$ cat src/rtl/irq_entry_pkg.sv
package irq_entry_pkg;

  typedef enum logic [2:0] {
    ST_IDLE    = 3'd0,
    ST_PUSH_LO = 3'd1,
    ST_PUSH_HI = 3'd2,
    ST_VEC_LO  = 3'd3,
    ST_VEC_HI  = 3'd4,
    ST_DONE    = 3'd5
  } entryState_t;

  // strobes from control to datapath
  typedef struct packed {
    logic startEntry;  // latch winner, clear its pending bit
    logic clearGie;    // final cycle of entry
  } ctrlStrobe_t;

endpackage

$ cat src/rtl/irq_prio_enc.sv
module irq_prio_enc #(
  parameter int NUM_SRC = 4,
  localparam int IDX_W = $clog2(NUM_SRC)
) (
  input  logic [NUM_SRC-1:0] req,
  output logic [IDX_W-1:0]   winIdx,
  output logic               anyReq
);
  // ascending scan: last set bit (highest index) wins
  always_comb begin
    winIdx = '0;
    for (int i = 0; i < NUM_SRC; i++) begin
      if (req[i]) winIdx = IDX_W'(i);
    end
    anyReq = |req;
  end
endmodule

$ cat src/rtl/irq_entry_ctrl.sv
module irq_entry_ctrl
  import irq_entry_pkg::*;
(
  input  logic        clk,
  input  logic        rstN,
  input  logic        instrDone,
  input  logic        gieOn,
  input  logic        anyPend,
  input  logic        stackAck,
  output ctrlStrobe_t strobes,
  output logic        stackReq,
  output logic        stackHi,
  output logic        vecFetch,
  output logic        entryDone,
  output logic        entryBusy
);
  entryState_t state, stateNext;
  logic takeNow;

  assign takeNow = (state == ST_IDLE) && instrDone && gieOn && anyPend;

  always_comb begin
    stateNext = state;
    case (state)
      ST_IDLE:    if (takeNow) stateNext = ST_PUSH_LO;
      ST_PUSH_LO: if (stackAck) stateNext = ST_PUSH_HI;
      ST_PUSH_HI: if (stackAck) stateNext = ST_VEC_LO;
      ST_VEC_LO:  stateNext = ST_VEC_HI;
      ST_VEC_HI:  stateNext = ST_DONE;
      ST_DONE:    stateNext = ST_IDLE;
      default:    stateNext = ST_IDLE;
    endcase
  end

  always_ff @(posedge clk or negedge rstN) begin
    if (!rstN) state <= ST_IDLE;
    else       state <= stateNext;
  end

  always_comb begin
    strobes.startEntry = takeNow;
    strobes.clearGie   = (state == ST_DONE);
  end

  assign stackReq  = (state == ST_PUSH_LO) || (state == ST_PUSH_HI);
  assign stackHi   = (state == ST_PUSH_HI);
  assign vecFetch  = (state == ST_VEC_LO) || (state == ST_VEC_HI);
  assign entryDone = (state == ST_DONE);
  assign entryBusy = (state != ST_IDLE);
endmodule

$ cat src/rtl/irq_entry_dp.sv
module irq_entry_dp
  import irq_entry_pkg::*;
#(
  parameter int NUM_SRC = 4,
  localparam int IDX_W = $clog2(NUM_SRC)
) (
  input  logic               clk,
  input  logic               rstN,
  input  logic [NUM_SRC-1:0] irqReq,
  input  logic [NUM_SRC-1:0] pendClr,
  input  logic               retiStrobe,
  input  logic               gieWrEn,
  input  logic               gieWrData,
  input  ctrlStrobe_t        strobes,
  output logic [NUM_SRC-1:0] pendOut,
  output logic               anyPend,
  output logic               gieOut,
  output logic [IDX_W-1:0]   vecSel
);
  logic [IDX_W-1:0]   winIdx;
  logic [NUM_SRC-1:0] grantMask;

  irq_prio_enc #(.NUM_SRC(NUM_SRC)) u_enc (
    .req    (pendOut),
    .winIdx (winIdx),
    .anyReq (anyPend)
  );

  assign grantMask = strobes.startEntry
                     ? ({{(NUM_SRC-1){1'b0}}, 1'b1} << winIdx)
                     : '0;

  // one pending latch per source; a new request beats any clear
  for (genvar i = 0; i < NUM_SRC; i++) begin : g_pend
    always_ff @(posedge clk or negedge rstN) begin
      if (!rstN)          pendOut[i] <= 1'b0;
      else if (irqReq[i]) pendOut[i] <= 1'b1;
      else if (pendClr[i] || grantMask[i]) pendOut[i] <= 1'b0;
    end
  end

  always_ff @(posedge clk or negedge rstN) begin
    if (!rstN)                 gieOut <= 1'b0;
    else if (strobes.clearGie) gieOut <= 1'b0;
    else if (retiStrobe)       gieOut <= 1'b1;
    else if (gieWrEn)          gieOut <= gieWrData;
  end

  always_ff @(posedge clk or negedge rstN) begin
    if (!rstN)                   vecSel <= '0;
    else if (strobes.startEntry) vecSel <= winIdx;
  end
endmodule

$ cat src/rtl/irq_entry_seq.sv
module irq_entry_seq
  import irq_entry_pkg::*;
#(
  parameter int NUM_SRC = 4,
  localparam int IDX_W = $clog2(NUM_SRC)
) (
  input  logic               clk,
  input  logic               rstN,
  input  logic [NUM_SRC-1:0] irqReq,
  input  logic [NUM_SRC-1:0] pendClr,
  input  logic               instrDone,
  input  logic               retiStrobe,
  input  logic               gieWrEn,
  input  logic               gieWrData,
  input  logic               stackAck,
  output logic               stackReq,
  output logic               stackHi,
  output logic               vecFetch,
  output logic [IDX_W-1:0]   vecSel,
  output logic               entryDone,
  output logic               entryBusy,
  output logic               gieOut,
  output logic [NUM_SRC-1:0] pendOut
);
  ctrlStrobe_t strobes;
  logic anyPend;

  irq_entry_ctrl u_ctrl (
    .clk       (clk),
    .rstN      (rstN),
    .instrDone (instrDone),
    .gieOn     (gieOut),
    .anyPend   (anyPend),
    .stackAck  (stackAck),
    .strobes   (strobes),
    .stackReq  (stackReq),
    .stackHi   (stackHi),
    .vecFetch  (vecFetch),
    .entryDone (entryDone),
    .entryBusy (entryBusy)
  );

  irq_entry_dp #(.NUM_SRC(NUM_SRC)) u_dp (
    .clk        (clk),
    .rstN       (rstN),
    .irqReq     (irqReq),
    .pendClr    (pendClr),
    .retiStrobe (retiStrobe),
    .gieWrEn    (gieWrEn),
    .gieWrData  (gieWrData),
    .strobes    (strobes),
    .pendOut    (pendOut),
    .anyPend    (anyPend),
    .gieOut     (gieOut),
    .vecSel     (vecSel)
  );
endmodule

$ cat config.mk
export PLATFORM = sky130hd
export DESIGN_NAME = irq_entry_seq
export DESIGN_NICKNAME = d
export VERILOG_FILES = /design/src/rtl/irq_entry_pkg.sv /design/src/rtl/irq_prio_enc.sv /design/src/rtl/irq_entry_ctrl.sv /design/src/rtl/irq_entry_dp.sv /design/src/rtl/irq_entry_seq.sv
export SDC_FILE = /design/constraint.sdc
export NUM_CORES = 1
export LEC_CHECK = 0
export BUFFER_PORTS_ARGS = -buffer_cell sky130_fd_sc_hd__buf_2
export CAP_MARGIN = 25
export CORE_UTILIZATION = 30
export DETAILED_ROUTE_END_ITERATION = 6
export PLACE_DENSITY_LB_ADDON = 0.3
export SYNTH_ARGS = -nofsm -noshare
export SYNTH_HDL_FRONTEND = slang
export SYNTH_SLANG_ARGS = --single-unit
$ cat constraint.sdc
create_clock -name clk -period 1.7 [get_ports clk]
set_input_delay 0.34 -clock clk [delete_from_list [all_inputs] [get_ports clk]]
set_output_delay 0.34 -clock clk [all_outputs]
set_load 0.05 [all_outputs]
### Word level (Yosys, flattened, before mapping)

Cells that the tools add are included.

* flip-flop bits (word level): 10
* input port bits: 15
* output and inout bits: 12
* word-level logic and storage cells: 53

* eq/ne operators: 8
* shift operators: 1
* mux-type cells: 19
* reduce and logical (&&, ||, !) cells: 18

Operator list (number)
* $pmux W3 S5: 1
* $mux W1: 12
* $mux W3: 3
* $reduce_bool A2 Y1: 4
* $eq A3 B2 Y1 const B: 2
* $eq A3 B3 Y1 const B: 2
* $logic_or A1 B1 Y1: 6
* $reduce_bool A3 Y1: 2
* $mux W2: 2
* $mux W4: 1
* $ne A2 B2 Y1 const B: 2
* $reduce_or A4 Y1: 1
* $shl A1 B2 Y4 const A: 1
* $eq A3 B1 Y1 const B: 1
* $logic_and A1 B1 Y1: 3
* $logic_not A3 Y1: 1
* $reduce_and A3 Y1: 1
* $ne A2 B1 Y1 const B: 1

### Longest topological paths before layout

* depth after elaboration: 8
* depth in mapped cells: 4
* gate-level depth less buffers: 4

### Cells and area by module

Synthesis repeated with hierarchy kept, for this count alone.

* cell total of the unflattened synthesis: 52
* area total of the unflattened synthesis: 514.2 sq um

By module, submodules not included
* irq_entry_dp: instances 1, cells each 24, area an instance 295.3 sq um, seq. area each 175.2 sq um
* irq_entry_ctrl: instances 1, cells each 24, area an instance 195.2 sq um, seq. area each 75.1 sq um
* irq_prio_enc: instances 1, cells each 4, area an instance 23.8 sq um, seq. area each 0.0 sq um

### Worst setup path after synthesis

OpenSTA, ideal clock, no wires.

* path type: flip-flop to output port
* start point: register u_ctrl.state[0]
* end point: output vecFetch
* arrival time: 1.679 ns
* required time: 1.360 ns
* path slack: -0.319 ns
* stages on the path, launching flop included: 3
* buffers on the path: 0
* cells stage by stage: dfrtp_1 nand2b_1 o21ai_0

* word-level cells in the longest chain between the ends: 2
* elaborated cells between the ends (all ways): 3
* those cells by class: eq/ne: 2; reduce/logical: 1

RTL lines
* start, declared: RTL line irq_entry_ctrl.sv:17 `entryState_t state, stateNext;`
* start signal, assigned: RTL line irq_entry_ctrl.sv:37 `else state <= stateNext;`
* $eq A3 B2 Y1 or $eq A3 B3 Y1 (tied branches): RTL line irq_entry_ctrl.sv:47 `assign vecFetch = (state == ST_VEC_LO) || (state == ST_VEC_HI);`
* $logic_or A1 B1 Y1 (*): RTL line irq_entry_ctrl.sv:47
* end, declared: RTL line irq_entry_seq.sv:18 `output logic vecFetch,`

Mark *: on every way between the ends. The rest lies on a longest branch, timed or not.

### Worst setup path after layout

* start point: register u_ctrl.state[0]
* end point: output stackReq

* word-level cells in the longest chain between the ends: 2
* elaborated cells between the ends (all ways): 3
* those cells by class: eq/ne: 2; reduce/logical: 1

RTL lines
* $eq A3 B1 Y1 or $eq A3 B2 Y1 (tied branches): RTL line irq_entry_ctrl.sv:45 `assign stackReq = (state == ST_PUSH_LO) || (state == ST_PUSH_HI);`
* $logic_or A1 B1 Y1 (*): RTL line irq_entry_ctrl.sv:45
* end, declared: RTL line irq_entry_seq.sv:16 `output logic stackReq,`

Marked as above.

==> flow_summary.json <==
{
  "maxCapViolCount": 0,
  "finalCriticalPeriod_ps": 1650,
  "min-delay-start": "irqReq[1]",
  "io_pins": 27,
  "finalSetupTns_ps": 0,
  "fin_crit_sh": 0.969,
  "cp.required_ps": 1360,
  "die_w_um": 43.9,
  "grt_max_degree": 11,
  "grt_setup_unrepaired": "true",
  "layout.nets": 101,
  "grt_pass1_wl_um": 1830,
  "final_cells": 100,
  "cp-end-kind": "output port",
  "p_switching_w": 0.000666,
  "rows": 14,
  "die_area_mm2": 0.00192,
  "r2r_start": "u_ctrl.state[1]",
  "syn_inst": 54,
  "final_area_um2": 736,
  "p_leak_nw": 0.345,
  "dieHeight_um": 43.9,
  "max_slew.worst_pin.slew_ps": 239,
  "synth.largest_area_cell": "dfrtp_1",
  "switching_share": 0.518,
  "dp_cells": 96,
  "holdPathStages": 2,
  "areaGrowthSynthToFinish_pct": 40.0,
  "yosysTopAreaCellShare": 0.476,
  "holdPathEnd": "u_dp.pendOut[1]",
  "path_max_fanout": 7,
  "n_fill_cell": 162,
  "wire_per_inst_um": 10.9,
  "vias": 515,
  "crit_type": "flip-flop to output port",
  "power_frac_seq": 0.312,
  "io_buffers": 26,
  "grt-ovfl-total": 0,
  "final_max_slew_viol_count": 0,
  "h-tree-depth": 1,
  "max_freq_ghz": 0.607,
  "combPwrFrac": 0.573,
  "p_int_w": 0.000619,
  "path_clk_slew_ps": 60,
  "drc": 0,
  "ys_ff_latch": 10,
  "postLayoutCoreUtil": 0.467,
  "antenna_found_initial": 0,
  "hold_viol": 0,
  "ys_types": 26,
  "reg2regPathDepth": 4,
  "syn-num-nets": 69,
  "numCtsBuffers": 3,
  "clk_latency_ps": 250,
  "relSlewSlack": 0.841,
  "worstReg2RegEnd": "u_dp.vecSel[1]",
  "clk_root_buffer_cell": "clkbuf_4",
  "cts_setup_buffers": 0,
  "dr.first_iter.drc_count": 15,
  "ys_top_cells_by_area": "dfrtp_1, a21oi_1, nand2b_1",
  "peakVddDrop_mv": 0.884,
  "ys_seq_area_frac": 0.476,
  "placed_area_um2": 679,
  "r2r_slack_ps": 440,
  "layout_commonest_cell": "buf_2",
  "fin_skew_ps": 0.810,
  "grt_pass1_vias": 446,
  "cts_tree": "done",
  "power_frac_clock": 0.115,
  "final_cell_mix": "buf_2, dfrtp_1, nand2b_1, a21oi_1, nor2_1",
  "diodes": 0,
  "status": "finished clean",
  "setup_viol": 0,
  "syn-cell-area_um2": 526,
  "routed_wl_um": 1090,
  "start_util": 0.333,
  "hold_path_class": "input pin to flip-flop",
  "ys_warn_count": 0,
  "power.density_mw_per_mm2": 1750,
  "drive_gt1_frac": 0.452,
  "clock-sinks": 10,
  "gp_congestion": 0.773,
  "cts_buffer_depth": 2,
  "cp.arrival_ps": 1310,
  "synth_area_per_cell_um2": 9.73,
  "first_pass_iters": 6,
  "start_kind": "flip-flop",
  "ant_nets": 0,
  "vias_per_cell": 5.15,
  "grt.total_usage": 0.133,
  "core-area_mm2": 0.00158
}
==> sequential cells by signal, indices dropped and copies added (netlist names) <==
signal	cells
u_dp.gieOut	1
u_ctrl.state	3
u_dp.vecSel	2
u_dp.pendOut	4
==> metal layers <==
metal	GRT usage	vias up	part of all wire
li1	-	256	-
met1	0.158	236	0.46
met2	0.215	23	0.45
met3	0.0750	0	0.084
met4	0.0182	0	0
met5	0	-	0
==> Yosys cell counts <==
cell	number
dfrtp_1	10
a21oi_1	5
nor2_1	5
nand2b_1	4
inv_1	3
o21ai_0	3
a211oi_1	2
nand2_1	2
nor2b_1	2
o21bai_1	2
a211o_1	1
a31o_2	1
a41oi_1	1
and2_1	1
and2b_1	1
inv_2	1
nand3_1	1
nand3b_1	1
nor3_1	1
nor3_2	1
nor4_4	1
o21ai_1	1
o221ai_1	1
o31ai_1	1
or2b_1	1
or3b_1	1
==> logic make-up after synthesis <==
family                 synth area share
buffers and inverters            0.0286
DFF                               0.476
and+or+nand+nor                   0.271
AOI/OAI and AO/OA                 0.224
==> final cells by class <==
class | count | area (um^2) | area share
repair buffers | 27 | 151 | 0.206
multi-input cells | 40 | 273 | 0.371
well taps | 16 | 20.0 | 0.0272
clock buffers | 3 | 22.5 | 0.0306
inverters | 4 | 15.0 | 0.0204
flip-flops and latches | 10 | 254 | 0.345
==> critical path: stages (launching register included) <==
cell and delay, ps:
dfrtp_2 440, or2b_1 280, a21oi_2 130, buf_4 200
==> worst max-delay path by stage <==
| stage | start | to | slack [ps] | cells past startpoint |
|---|---|---|---|---|
| floorplan | u_ctrl.state[1] | stackHi | -20 | 2 |
| global placement | u_ctrl.state[1] | stackHi | 260 | 3 |
| global route | u_ctrl.state[1] | stackReq | -10 | 3 |
| finish | u_ctrl.state[0] | stackReq | 50 | 3 |
| detailed placement | u_ctrl.state[1] | stackHi | 220 | 3 |
| CTS | u_ctrl.state[0] | stackHi | 20 | 3 |
==> metrics by stage <==
step	hold WS (ps)	worst slack (ps)	power, W
2_1_floorplan	44.4	-15.5	0.000930
3_5_place_dp	214	223	0.00109
6_report	277	52.1	0.00129
3_3_place_gp	213	262	0.00108
4_1_cts	274	16.0	0.00126
5_1_grt	257	-11.4	0.00138
==> timing repair <==
action	CTS	global route
hold buffers	1	0
setup endpoints to repair	2	5
hold endpoints to repair	10	0
resized for setup	3	7
==> power by group through the flow <==
stage	Combinational, W	Sequential [W]	Clock [W]
detailed placement	0.000701	0.000389	0
CTS	0.000721	0.000387	0.000155
global placement	0.000699	0.000385	0
finish	0.000737	0.000402	0.000147
global route	0.000785	0.000415	0.000176
floorplan	0.000419	0.000511	0
Power figures use the tool's default switching activity.
